===== config.mk =====
export PLATFORM = sky130hd
export DESIGN_NAME = isr_prio_top
export DESIGN_NICKNAME = d
export VERILOG_FILES = /design/src/rtl/isr_pkg.sv /design/src/rtl/isr_flag_bank.sv /design/src/rtl/isr_prio_enc.sv /design/src/rtl/isr_irq_pacer.sv /design/src/rtl/isr_prio_top.sv
export SDC_FILE = /design/constraint.sdc
export NUM_CORES = 1
export LEC_CHECK = 0
export ABC_CLOCK_PERIOD_IN_PS = 2400
export BUFFER_PORTS_ARGS = -buffer_cell sky130_fd_sc_hd__buf_2
export CAP_MARGIN = 20
export CELL_PAD_IN_SITES_DETAIL_PLACEMENT = 0
export CELL_PAD_IN_SITES_GLOBAL_PLACEMENT = 1
export CORE_UTILIZATION = 44
export DETAILED_ROUTE_END_ITERATION = 6
export MAX_ROUTING_LAYER = met4
export PLACE_DENSITY = 0.88
export SETUP_SLACK_MARGIN = 0.15
export SYNTH_ARGS = -nofsm -noshare
export SYNTH_HDL_FRONTEND = slang
export SYNTH_HIERARCHICAL = 1
export SYNTH_SLANG_ARGS = --single-unit

===== constraint.sdc =====
create_clock -name clk -period 2.4 [get_ports clk]
set_input_delay 0.72 -clock clk [delete_from_list [all_inputs] [get_ports clk]]
set_output_delay 0.72 -clock clk [all_outputs]
set_load 0.01 [all_outputs]

===== src/rtl/isr_pkg.sv =====
package isr_pkg;
   localparam int NSRC   = 6;
   localparam int CODE_W = 4;

   // Flag index equals priority rank (0 = highest).
   typedef enum int {
      SRC_LOWVOLT   = 0,
      SRC_STOPWAKE  = 1,
      SRC_HSOT      = 2,
      SRC_BUS       = 3,
      SRC_OVOLT     = 4,
      SRC_FORCEWAKE = 5
   } src_idx_e;

   // Code 0100 is skipped: ranks 0..2 map to 1..3, ranks 3..5 map to 5..7.
   function automatic logic [CODE_W-1:0] code_of(input int rank);
      int v;
      v = (rank < 3) ? rank + 1 : rank + 2;
      return v[CODE_W-1:0];
   endfunction
endpackage


===== src/rtl/isr_flag_bank.sv =====
module isr_flag_bank #(
   parameter int N = 6
) (
   input  logic         clk,
   input  logic         rst_n,
   input  logic [N-1:0] set_i,
   input  logic [N-1:0] clr_i,
   output logic [N-1:0] flag_o
);
   initial begin
      if (N < 1) $error("isr_flag_bank: N must be at least 1");
   end

   for (genvar i = 0; i < N; i++) begin : g_flag
      logic q;
      always_ff @(posedge clk or negedge rst_n) begin
         if (!rst_n)        q <= 1'b0;
         else if (set_i[i]) q <= 1'b1;   // a new event wins over an acknowledge
         else if (clr_i[i]) q <= 1'b0;
      end
      assign flag_o[i] = q;


      flag_set_chk: assert property (@(posedge clk) disable iff (!rst_n)
         set_i[i] |=> flag_o[i]);

      flag_clr_chk: assert property (@(posedge clk) disable iff (!rst_n)
         (clr_i[i] && !set_i[i]) |=> !flag_o[i]);
   end
endmodule


===== src/rtl/isr_prio_enc.sv =====
module isr_prio_enc
   import isr_pkg::*;
#(
   parameter int N = NSRC
) (
   input  logic [N-1:0]      req_i,
   output logic [N-1:0]      grant_o,
   output logic [CODE_W-1:0] code_o
);
   initial begin
      if (N > 7) $error("isr_prio_enc: code space holds at most 7 sources");
   end

   always_comb begin
      grant_o = '0;
      code_o  = '0;
      for (int i = N - 1; i >= 0; i--) begin
         if (req_i[i]) begin
            grant_o = '0;
            grant_o[i] = 1'b1;
            code_o = code_of(i);
         end
      end
   end

   always_comb begin

      onehot_grant_chk: assert ($onehot0(grant_o));

      grant_req_chk: assert ((grant_o & ~req_i) == '0);
   end
endmodule


===== src/rtl/isr_irq_pacer.sv =====
module isr_irq_pacer #(
   parameter int HOLD_CYC = 2500
) (
   input  logic clk,
   input  logic rst_n,
   input  logic ack_i,
   input  logic req_i,
   output logic irq_n_o
);
   localparam int CNT_W = $clog2(HOLD_CYC + 1);

   initial begin
      if (HOLD_CYC < 1) $error("isr_irq_pacer: HOLD_CYC must be at least 1");
   end

   logic [CNT_W-1:0] cnt_q;

   always_ff @(posedge clk or negedge rst_n) begin
      if (!rst_n)            cnt_q <= '0;
      else if (ack_i)        cnt_q <= CNT_W'(HOLD_CYC);
      else if (cnt_q != '0)  cnt_q <= cnt_q - 1'b1;
   end

   assign irq_n_o = !(req_i && (cnt_q == '0));


   hold_cnt_chk: assert property (@(posedge clk) disable iff (!rst_n)
      ack_i |=> (cnt_q == CNT_W'(HOLD_CYC)));
endmodule


===== src/rtl/isr_prio_top.sv =====
module isr_prio_top
   import isr_pkg::*;
#(
   parameter int CLK_KHZ = 250_000,
   parameter int HOLD_US = 10
) (
   input  logic              clk,
   input  logic              rst_n,
   input  logic              evt_lowvolt_i,
   input  logic              evt_stopwake_i,
   input  logic              evt_hsot_i,
   input  logic              evt_bus_i,
   input  logic              evt_ovolt_i,
   input  logic              evt_forcewake_i,
   input  logic              rd_i,
   input  logic              wr_mask_i,
   input  logic [CODE_W-1:0] wr_data_i,
   output logic [CODE_W-1:0] rd_data_o,
   output logic              irq_n_o
);
   localparam int HOLD_CYC = (CLK_KHZ / 1000) * HOLD_US;

   initial begin
      if (HOLD_CYC < 1)  $error("isr_prio_top: release interval below one cycle");
      if (CODE_W != 4)   $error("isr_prio_top: code width must be 4");
   end

   logic [NSRC-1:0]   evt, flags, en, req, grant, clr;
   logic [CODE_W-1:0] code;
   logic              m_hs_q, m_bus_q, m_ov_q;
   logic              ack;
   logic              unused_c2;

   assign evt[SRC_LOWVOLT]   = evt_lowvolt_i;
   assign evt[SRC_STOPWAKE]  = evt_stopwake_i;
   assign evt[SRC_HSOT]      = evt_hsot_i;
   assign evt[SRC_BUS]       = evt_bus_i;
   assign evt[SRC_OVOLT]     = evt_ovolt_i;
   assign evt[SRC_FORCEWAKE] = evt_forcewake_i;

   assign unused_c2 = wr_data_i[2];

   // Mask bits, reset to enabled. Bit 2 is not stored.
   always_ff @(posedge clk or negedge rst_n) begin
      if (!rst_n) begin
         m_hs_q  <= 1'b1;
         m_bus_q <= 1'b1;
         m_ov_q  <= 1'b1;
      end else if (wr_mask_i) begin
         m_hs_q  <= wr_data_i[3];
         m_bus_q <= wr_data_i[1];
         m_ov_q  <= wr_data_i[0];
      end
   end

   assign en[SRC_LOWVOLT]   = 1'b1;
   assign en[SRC_STOPWAKE]  = 1'b1;
   assign en[SRC_HSOT]      = m_hs_q;
   assign en[SRC_BUS]       = m_bus_q;
   assign en[SRC_OVOLT]     = m_ov_q;
   assign en[SRC_FORCEWAKE] = 1'b1;

   isr_flag_bank #(.N(NSRC)) u_flags (
      .clk    (clk),
      .rst_n  (rst_n),
      .set_i  (evt),
      .clr_i  (clr),
      .flag_o (flags)
   );

   isr_prio_enc #(.N(NSRC)) u_enc (
      .req_i   (flags),
      .grant_o (grant),
      .code_o  (code)
   );

   assign clr = grant & {NSRC{rd_i}};
   assign ack = rd_i && (flags != '0);
   assign req = flags & en;

   always_ff @(posedge clk or negedge rst_n) begin
      if (!rst_n)                 rd_data_o <= '0;
      else if (rd_i || wr_mask_i) rd_data_o <= code;
   end

   isr_irq_pacer #(.HOLD_CYC(HOLD_CYC)) u_pacer (
      .clk     (clk),
      .rst_n   (rst_n),
      .ack_i   (ack),
      .req_i   (|req),
      .irq_n_o (irq_n_o)
   );


   rd_code_chk: assert property (@(posedge clk) disable iff (!rst_n)
      (rd_i || wr_mask_i) |=> (rd_data_o == $past(code)));

   ack_release_chk: assert property (@(posedge clk) disable iff (!rst_n)
      ack |=> irq_n_o);

   idle_line_chk: assert property (@(posedge clk) disable iff (!rst_n)
      ((flags & en) == '0) |-> irq_n_o);

   wr_noclear_chk: assert property (@(posedge clk) disable iff (!rst_n)
      (wr_mask_i && !rd_i) |=> (flags == ($past(flags) | $past(evt))));

   evt_keep_chk: assert property (@(posedge clk) disable iff (!rst_n)
      (rd_i && (evt != '0)) |=> ((flags & $past(evt)) == $past(evt)));
endmodule


==> impl_metrics.yaml, run 1 <==
sta:
  tns_ps: 0
  final.setup_skew_ps: 6.10
  fin_crit_sh: 0.946
  post-route-min-period_ps: 2270
  finalMaxSlewViolations: 0
  rsz0062_at_grt: "true"
  setup_viol: 0
  hold_violations: 0
  slew_headroom: 0.633
  max_freq_mhz: 441
  tightest_slew_ps: 551
logic_synthesis:
  synthMuxAreaShare: 0.0736
  synth_fa_ha_area_frac: 0.0177
  yosysSeqAreaShare: 0.446
  yosysWarnings: 6
  synth_edf_count: 0
  synth_top_family_by_area: "simple AND/OR/NAND/NOR gates"
  yosys.area_share.simple: 0.232
  synth_compound_area_frac: 0.150
  syn_nets: 151
  synthCells: 135
  synth_top_flop_cell: "dfrtp_1"
  yosys.cell_types.count: 45
  synthArstFlopShare: 1.00
  syn_area_per_cell_um2: 10.4
  synth_area_um2: 1410
  ys_seq_elements: 25
  synth_xor_area_frac: 0.00621
setup_path:
  crit_path_end_kind: "primary output"
  slowest_stage: "dfrtp_1"
  crit_arrival_ps: 1550
  cp.depth: 6
  cp-start-kind: "flop"
  r2r_cells: 8
  crit_family: "simple AND/OR/NAND/NOR gates"
  worst-path-max-fanout: 2
  path_cells: "inv_2, ha_4, nor3b_4, and4b_1, nand2_1, buf_2"
  cp_num_buf_inv: 2
  slowest_delay_ps: 420
  crit_type: "reg2out"
  required_ps: 1680
  rrSetupSlack_ps: 470
power:
  p_int_mw: 0.589
  power_switching_share: 0.268
  powerDensity_nw_per_um2: 491
  p_total_mw: 0.805
  seq_power_share: 0.596
  ir_drop_v: 0.000429
  power_switching_mw: 0.216
  leakage_nw: 0.662
  pwr-share-comb: 0.173
  p_clk_frac: 0.231
routing:
  num_vias: 1063
  dr.pass1.iters: 4
  route.detailed.drc: 0
  ant_nets: 0
  drt-vias-per-instance: 5.24
  wire_per_inst_um: 12.6
  routed_wl_um: 2570
  drt_iter0_markers: 84
clock_tree:
  root_buffer: "clkbuf_4"
  cts_hold_buffers: 0
  insertion_delay_ps: 320
  cts_buffers: 3
  htree_levels: 1
  clockBufferDepth: 2
  path_clk_slew_ps: 140
  cts_tree: "built"
  cts.sinks: 25
grt:
  use_met1: 0.209
  grt-busiest-layer: "met2"
  gr-usage-met2: 0.309
  antenna_found_initial: 0
  grt_pass1_vias: 1019
  grt_use_total: 0.177
  grt_pass1_wl_um: 4460
  use_met3: 0.0462
  grt_start_max_net_pins: 26
  grt-ovfl-total: 0
layout:
  final_cell_mix: "dfrtp_1 (21), buf_2 (17), buf_4 (12)"
  antenna_cells: 0
  drive_gt1_frac: 0.403
  finalNonFillerCells: 203
  nets: 176
  layout_commonest_cell: "dfrtp_1"
  area_delta_synth_final_pct: 16.3
placed_design:
  gp_congestion: 0.820
  io_buffers: 17
  place_inst: 191
  dp_hpwl_um: 1830
floorplan:
  die_area_um2: 3440
  io_pins: 19
  die_h_um: 58.6
  design.core.area_um2: 3050
  start_util: 0.462
  std_cell_rows: 20
  dieWidth_um: 58.6
status:
  status: "complete, no violations"
flow_run:
  maxCapViolCount: 0
min_path:
  min_path_type: "in2async"
logic make-up (layout without fill, tap and decap cells):
group,count (synthesis),after routing
AO/OA/AOI/OAI,30,30
other,1,1
multiplexers,8,8
AND/OR/NAND/NOR,49,49
buffers and inverters,19,43
adder cells (fa/ha/maj),2,2
XOR/XNOR,1,1
flip-flops,25,25
worst paths after layout:
kind                                       start               end
min in group clk                    rd_data_o[3]      rd_data_o[3]
max in group asynchronous                  rst_n  u_pacer/cnt_q[4]
worst max register to register  u_pacer/cnt_q[0]  u_pacer/cnt_q[4]
worst max-delay path            u_pacer/cnt_q[0]           irq_n_o
worst min register to register      rd_data_o[3]      rd_data_o[3]
worst min-delay path                       rst_n      rd_data_o[2]
flip-flops by register name, indices dropped and copies added (netlist names):
| register | count |
|---|---|
| m_hs_q | 1 |
| u_pacer/cnt_q | 12 |
| m_bus_q | 1 |
| m_ov_q | 1 |
| u_flags/g_flag.q | 6 |
| rd_data_o | 4 |
power by group through the flow:
stage          sequential, mW  combinational (mW)  clock, mW
6_report                0.480               0.140      0.186
2_1_floorplan           0.481              0.0793          0
5_1_grt                 0.484               0.157      0.216
3_5_place_dp            0.488               0.115          0
4_1_cts                 0.480               0.135      0.197
3_3_place_gp            0.486               0.112          0
through the flow:
stage	utilization	hold slack [ps]	setup WS (ps)	cell area (µm²)
2_1_floorplan	-	424	254	1410
3_3_place_gp	0.497	488	307	1520
3_5_place_dp	0.497	494	297	1520
4_1_cts	0.528	370	102	1610
5_1_grt	0.537	381	19.3	1640
6_report	0.537	365	130	1640
metal layers:
metal | routed length, µm | up-vias
li1 | - | 526
met1 | 1150 | 519
met2 | 1320 | 16
met3 | 83 | 2
met4 | 10 | 0
met5 | 0 | -
layout make-up:
type / count / area (µm²)
Inverter: 10 / 37.5
Tap cell: 44 / 55.1
Timing Repair Buffer: 29 / 175
Clock inverter: 1 / 5.00
Fill cell: 288 / 1410
Multi-Input combinational cell: 91 / 714
Sequential cell: 25 / 631
Clock buffer: 3 / 22.5
synthesized netlist by cell type, types with 2 or more instances:
cell type   n  area, µm²
and2_2      7       52.6
a21oi_1     5       25.0
nand2_1     5       18.8
nor2b_1     2       12.5
or3_1       3       18.8
a211oi_1    2       15.0
nor3_1      5       25.0
inv_1      10       37.5
dfstp_2     3       78.8
a21o_1      6       45.0
mux2_4      4       60.1
o31ai_1     3       22.5
o31a_1      2       17.5
dfrtp_1    22        551
o21bai_1    2       15.0
nor2_1      8       30.0
or4_1       2       15.0
mux2_2      3       33.8
buf_4       8       60.1
o21ai_0     5       25.0
nor4_1      2       12.5
ha_1        2       25.0
nor3b_1     2       15.0
timing repair:
item                       4_1_cts  5_1_grt
setup buffers                    5        3
setup endpoints to repair        1        1
resized for setup                8        1
pin swaps                        2        2
No activity file was read; power rests on OpenSTA's default activity.
==> run 2, diff against run 1 <==
- ABC_CLOCK_PERIOD_IN_PS: 2400 -> 2200
- CORE_UTILIZATION: 44 -> 43
- PLACE_DENSITY: 0.88 -> 0.87
- SKIP_CTS_REPAIR_TIMING: default -> 1
- SYNTH_HIERARCHICAL: 1 -> default
- clock period: 2.4 -> 2.2 ns (I/O delays scaled with it)
==> impl_metrics.yaml, run 2 <==
status:
  status: "finished with violations"
  violations: "setup timing"
sta:
  final.setup_skew_ps: 6.92
  rsz0062_at_grt: "true"
  hold_violations: 0
  max_freq_mhz: 450
  slew_headroom: 0.652
  post-route-min-period_ps: 2220
  tightest_slew_ps: 522
  tns_ps: -23.3
  fin_crit_sh: 1.01
  hold_ws_ps: 305
  worst_slack_ps: -23.3
  finalMaxSlewViolations: 0
  setup_viol: 1
power:
  p_clk_frac: 0.268
  ir_drop_v: 0.000406
  pwr-share-comb: 0.132
  leakage_nw: 0.554
  p_int_mw: 0.625
  p_total_mw: 0.838
  power_switching_share: 0.255
  power_switching_mw: 0.214
  powerDensity_nw_per_um2: 572
  seq_power_share: 0.599
routing:
  ant_nets: 0
  num_vias: 957
  routed_wl_um: 2340
  wire_per_inst_um: 13.8
  drt_iter0_markers: 17
  drt-vias-per-instance: 5.63
  route.detailed.drc: 0
  dr.pass1.iters: 4
grt:
  antenna_found_initial: 0
  grt_pass1_wl_um: 4130
  grt_start_max_net_pins: 25
  grt_pass1_vias: 961
  grt_use_total: 0.172
  grt-ovfl-total: 0
placed_design:
  io_buffers: 16
  dp_hpwl_um: 1750
  dpl_cell_area_um2: 1370
  gp_congestion: 0.797
logic_synthesis:
  synthCells: 115
  synthArstFlopShare: 1.00
  synth_top_family_by_area: "simple AND/OR/NAND/NOR gates"
  ys_seq_elements: 24
  synth_edf_count: 0
  syn_nets: 131
  synth.area.top_cells: "dfrtp_1 (42%), dfstp_2 (6.4%), a2111oi_4 (4.4%)"
  synth_fa_ha_area_frac: 0.0202
  yosysWarnings: 0
  synth_top_flop_cell: "dfrtp_1"
  synth_top_area_share: 0.423
  synth_area_um2: 1240
  synth_compound_area_frac: 0.188
  synth_common_cells: "dfrtp_1 (21), nor2_1 (10), nand2_1 (7)"
  yosysSeqAreaShare: 0.487
  synth_xor_area_frac: 0.0353
  yosys.cell_types.count: 38
  yosysMostFrequentCell: "dfrtp_1"
  yosys.area_share.simple: 0.214
  synthMuxAreaShare: 0.0272
  yosysTopAreaCell: "dfrtp_1"
  syn_area_per_cell_um2: 10.8
layout:
  n_fill_cell: 244
  regMostFlops: "u_pacer.cnt_q"
  largest_register_ffs: 12
  antenna_cells: 0
  final_cell_mix: "dfrtp_1 (21), buf_2 (16), nor2_1 (10)"
  nets: 156
  drive_gt1_frac: 0.360
  top_regs: "u_pacer.cnt_q (12), u_flags.g_flag.q (6), rd_data_o (3)"
  area_delta_synth_final_pct: 18.0
  layout_commonest_cell: "dfrtp_1"
  fin_area_um2: 1470
  final_core_util: 0.536
setup_path:
  crit_path_end_kind: "primary output"
  required_ps: 1540
  crit_arrival_ps: 1560
  crit_type: "reg2out"
  cp-start-kind: "flop"
  worst-path-max-fanout: 5
  rrSetupSlack_ps: 270
min_path:
  min_path_type: "in2async"
floorplan:
  die_area_um2: 3110
  start_util: 0.454
  die_h_um: 55.7
  design.core.area_um2: 2730
  io_pins: 19
  std_cell_rows: 19
  dieWidth_um: 55.7
clock_tree:
  path_clk_slew_ps: 130
  root_buffer: "clkbuf_4"
  htree_levels: 1
  cts_tree: "built"
  cts.sinks: 24
  insertion_delay_ps: 300
  cts_buffers: 3
  clockBufferDepth: 2
flow_run:
  maxCapViolCount: 0
-- run 2: changes by cell type after synthesis, moves of 4 or more --
cell / before / now
and2_2: 7 / 0
buf_4: 8 / 1
inv_1: 10 / 4
mux2_4: 4 / 0
nand2b_1: 0 / 6
xnor2_1: 1 / 5
-- run 2: critical path, stage by stage (launching register included) --
cell	delay, ps
dfrtp_1	420
inv_2	100
ha_4	130
and2b_4	190
and4_4	240
o21ai_2	50
buf_2	130
-- run 2: final timing paths --
kind	start	end	cells after the start
setup / recovery	u_pacer.cnt_q[0]	irq_n_o	6
hold / removal	rst_n	u_pacer.cnt_q[7]	1
setup reg to reg	u_pacer.cnt_q[0]	u_pacer.cnt_q[10]	7
hold reg to reg	rd_data_o[2]	rd_data_o[2]	2
max in group asynchronous	rst_n	m_bus_q	1
min in group clk	rd_data_o[2]	rd_data_o[2]	2
-- run 2: cell type report --
cell class,count,area (µm²),share of cell area
tap,31,38.8,0.0265
clock buffer,4,36.3,0.0248
inverter,4,15.0,0.0102
sequential,24,604,0.412
timing repair buffer,23,133,0.0905
multi-input combinational,84,638,0.436
-- run 2: kinds of logic (layout without fill, tap and decap cells) --
family                     count (synthesis)  count (layout)
muxes                                      3               3
DFF                                       24              24
other                                      1               1
AOI/OAI and AO/OA                         28              28
and+or+nand+nor                           45              45
buffers and inverters                      7              31
adders and majority gates                  2               2
xor gates and xnor gates                   5               5
-- run 2: through the flow --
stage / std cells / setup slack (ps)
final: 170 / -23.3
after global routing: 170 / -115
after CTS: 166 / -166
after detailed placement: 162 / 200
after global placement: 162 / 219
after floorplan: 115 / 251
-- run 2: routing by layer --
layer | up-vias | share of wire | global-route usage
met1 | 475 | 0.45 | 0.213
met5 | - | 0 | -
li1 | 466 | - | -
met2 | 14 | 0.52 | 0.294
met3 | 2 | 0.024 | 0.0302
met4 | 0 | 0.0068 | 0.0429
-- run 2: power groups by stage --
stage | Combinational [mW] | Clock [mW] | Sequential (mW)
3_3_place_gp | 0.0948 | 0 | 0.504
6_report | 0.111 | 0.225 | 0.503
2_1_floorplan | 0.0618 | 0 | 0.501
5_1_grt | 0.125 | 0.256 | 0.507
4_1_cts | 0.0996 | 0.241 | 0.498
3_5_place_dp | 0.0991 | 0 | 0.506
==> run 3, diff against run 2 <==
- ABC_CLOCK_PERIOD_IN_PS: 2200 -> 1800
- CORE_UTILIZATION: 43 -> 39
- PLACE_DENSITY: 0.87 -> 0.84
- clock period: 2.2 -> 1.8 ns (I/O delays scaled with it)
==> impl_metrics.yaml, run 3 (synthesis results as in run 2) <==
sta:
  worst_slack_ps: -297
  finalMaxSlewViolations: 0
  tightest_slew_ps: 529
  slew_headroom: 0.647
  tns_ps: -406
  post-route-min-period_ps: 2100
  hold_violations: 0
  setup_viol: 4
  final.setup_skew_ps: 11.1
  rsz0062_at_grt: "true"
  fin_crit_sh: 1.16
  max_freq_mhz: 477
setup_path:
  slowest_delay_ps: 420
  r2r-start: "u_pacer.cnt_q[6]"
  r2r_end: "u_pacer.cnt_q[11]"
  slowest_stage: "dfrtp_1"
  r2r_cells: 6
  crit_family: "flip-flops"
  cp_num_buf_inv: 2
  crit_path_end_kind: "primary output"
  crit_arrival_ps: 1560
  cp.depth: 6
  rrSetupSlack_ps: -60
  worst-path-max-fanout: 3
  required_ps: 1260
  cp-start-kind: "flop"
  crit_type: "reg2out"
  path_cells: "inv_2, ha_4, and2b_4, and4_4, o21ai_4, buf_6"
placed_design:
  io_buffers: 16
  gp_congestion: 0.775
  dp_hpwl_um: 1940
power:
  p_clk_frac: 0.238
  ir_drop_v: 0.000440
  powerDensity_nw_per_um2: 642
  pwr-share-comb: 0.194
  leakage_nw: 0.622
  p_total_mw: 1.07
  p_int_mw: 0.765
  seq_power_share: 0.568
  power_switching_mw: 0.300
  power_switching_share: 0.282
status:
  violations: "setup timing"
  status: "finished with violations"
grt:
  grt_use_total: 0.174
  grt_pass1_vias: 962
  grt_start_max_net_pins: 25
  grt-ovfl-total: 0
  grt_pass1_wl_um: 4390
  antenna_found_initial: 0
clock_tree:
  cts.sinks: 24
  cts_tree: "built"
  path_clk_slew_ps: 140
  cts_buffers: 3
  htree_levels: 1
  root_buffer: "clkbuf_4"
  clockBufferDepth: 2
  insertion_delay_ps: 330
layout:
  nets: 169
  drive_gt1_frac: 0.467
  final_core_util: 0.548
  layout_commonest_cell: "dfrtp_1"
  area_delta_synth_final_pct: 33.8
  n_fill_cell: 277
  antenna_cells: 0
  final_cell_mix: "dfrtp_1 (19), buf_4 (18), buf_2 (15)"
  top_regs: "u_pacer.cnt_q (12), u_flags.g_flag.q (6), rd_data_o (3)"
  regMostFlops: "u_pacer.cnt_q"
  largest_register_ffs: 12
floorplan:
  io_pins: 19
  die_area_um2: 3410
  die_h_um: 58.4
  design.core.area_um2: 3030
  start_util: 0.410
  dieWidth_um: 58.4
  std_cell_rows: 20
routing:
  dr.pass1.iters: 5
  drt_iter0_markers: 34
  routed_wl_um: 2830
  drt-vias-per-instance: 5.26
  route.detailed.drc: 0
  num_vias: 1031
  ant_nets: 0
  wire_per_inst_um: 14.4
flow_run:
  maxCapViolCount: 0
min_path:
  min_path_type: "in2async"
==> run 3: cell types whose count changed in the layout (fill, tap and decap cells not counted), moves of 2 or more <==
cell,delta
dfrtp_1,-2
dfrtp_2,+2
buf_6,+3
buf_4,+11
==> run 3: worst register-to-register path: stages, from the launching register on <==
cell	delay, ps
dfrtp_2	470
buf_4	140
buf_4	120
or4_4	550
nor4b_4	260
xnor2_1	160
nand2_1	70
==> run 3: worst max path at each step <==
| stage | startpoint | to | slack [ps] |
|---|---|---|---|
| 2_1_floorplan | u_pacer.cnt_q[9] | irq_n_o | 80 |
| 3_3_place_gp | u_pacer.cnt_q[6] | irq_n_o | -9 |
| 3_5_place_dp | u_pacer.cnt_q[6] | irq_n_o | -40 |
| 4_1_cts | u_pacer.cnt_q[6] | irq_n_o | -440 |
| 5_1_grt | u_pacer.cnt_q[0] | irq_n_o | -360 |
| 6_report | u_pacer.cnt_q[0] | irq_n_o | -300 |
==> run 3: area by class of cell <==
class	instances	area, µm²	area share
timing repair buffer	36	244	0.147
clock buffer	4	26.3	0.0158
inverter	4	15.0	0.00904
multi-input combinational	84	713	0.430
sequential	24	607	0.365
tap	44	55.1	0.0332
==> run 3: metal layers <==
layer	track usage	wire, µm	vias to the layer above
met5	-	0	-
met4	0.0544	38	0
met3	0.0330	133	7
met2	0.297	1480	30
met1	0.208	1190	500
li1	-	-	494
==> run 3: power by group through the flow <==
stage / Clock (mW) / Combinational, mW / Sequential [mW]
final: 0.253 / 0.206 / 0.605
after global routing: 0.280 / 0.227 / 0.608
after CTS: 0.263 / 0.154 / 0.602
after detailed placement: 0 / 0.154 / 0.612
after global placement: 0 / 0.145 / 0.609
after floorplan: 0 / 0.0775 / 0.613
==> run 3: stage by stage <==
| step | worst slack [ps] | area [µm²] | hold slack, ps | std cells |
|---|---|---|---|---|
| floorplan | 84.4 | 1260 | 244 | 115 |
| global placement | -8.55 | 1460 | 465 | 183 |
| detailed placement | -41.4 | 1460 | 476 | 183 |
| CTS | -438 | 1480 | 176 | 187 |
| global route | -356 | 1660 | 196 | 196 |
| finish | -297 | 1660 | 166 | 196 |
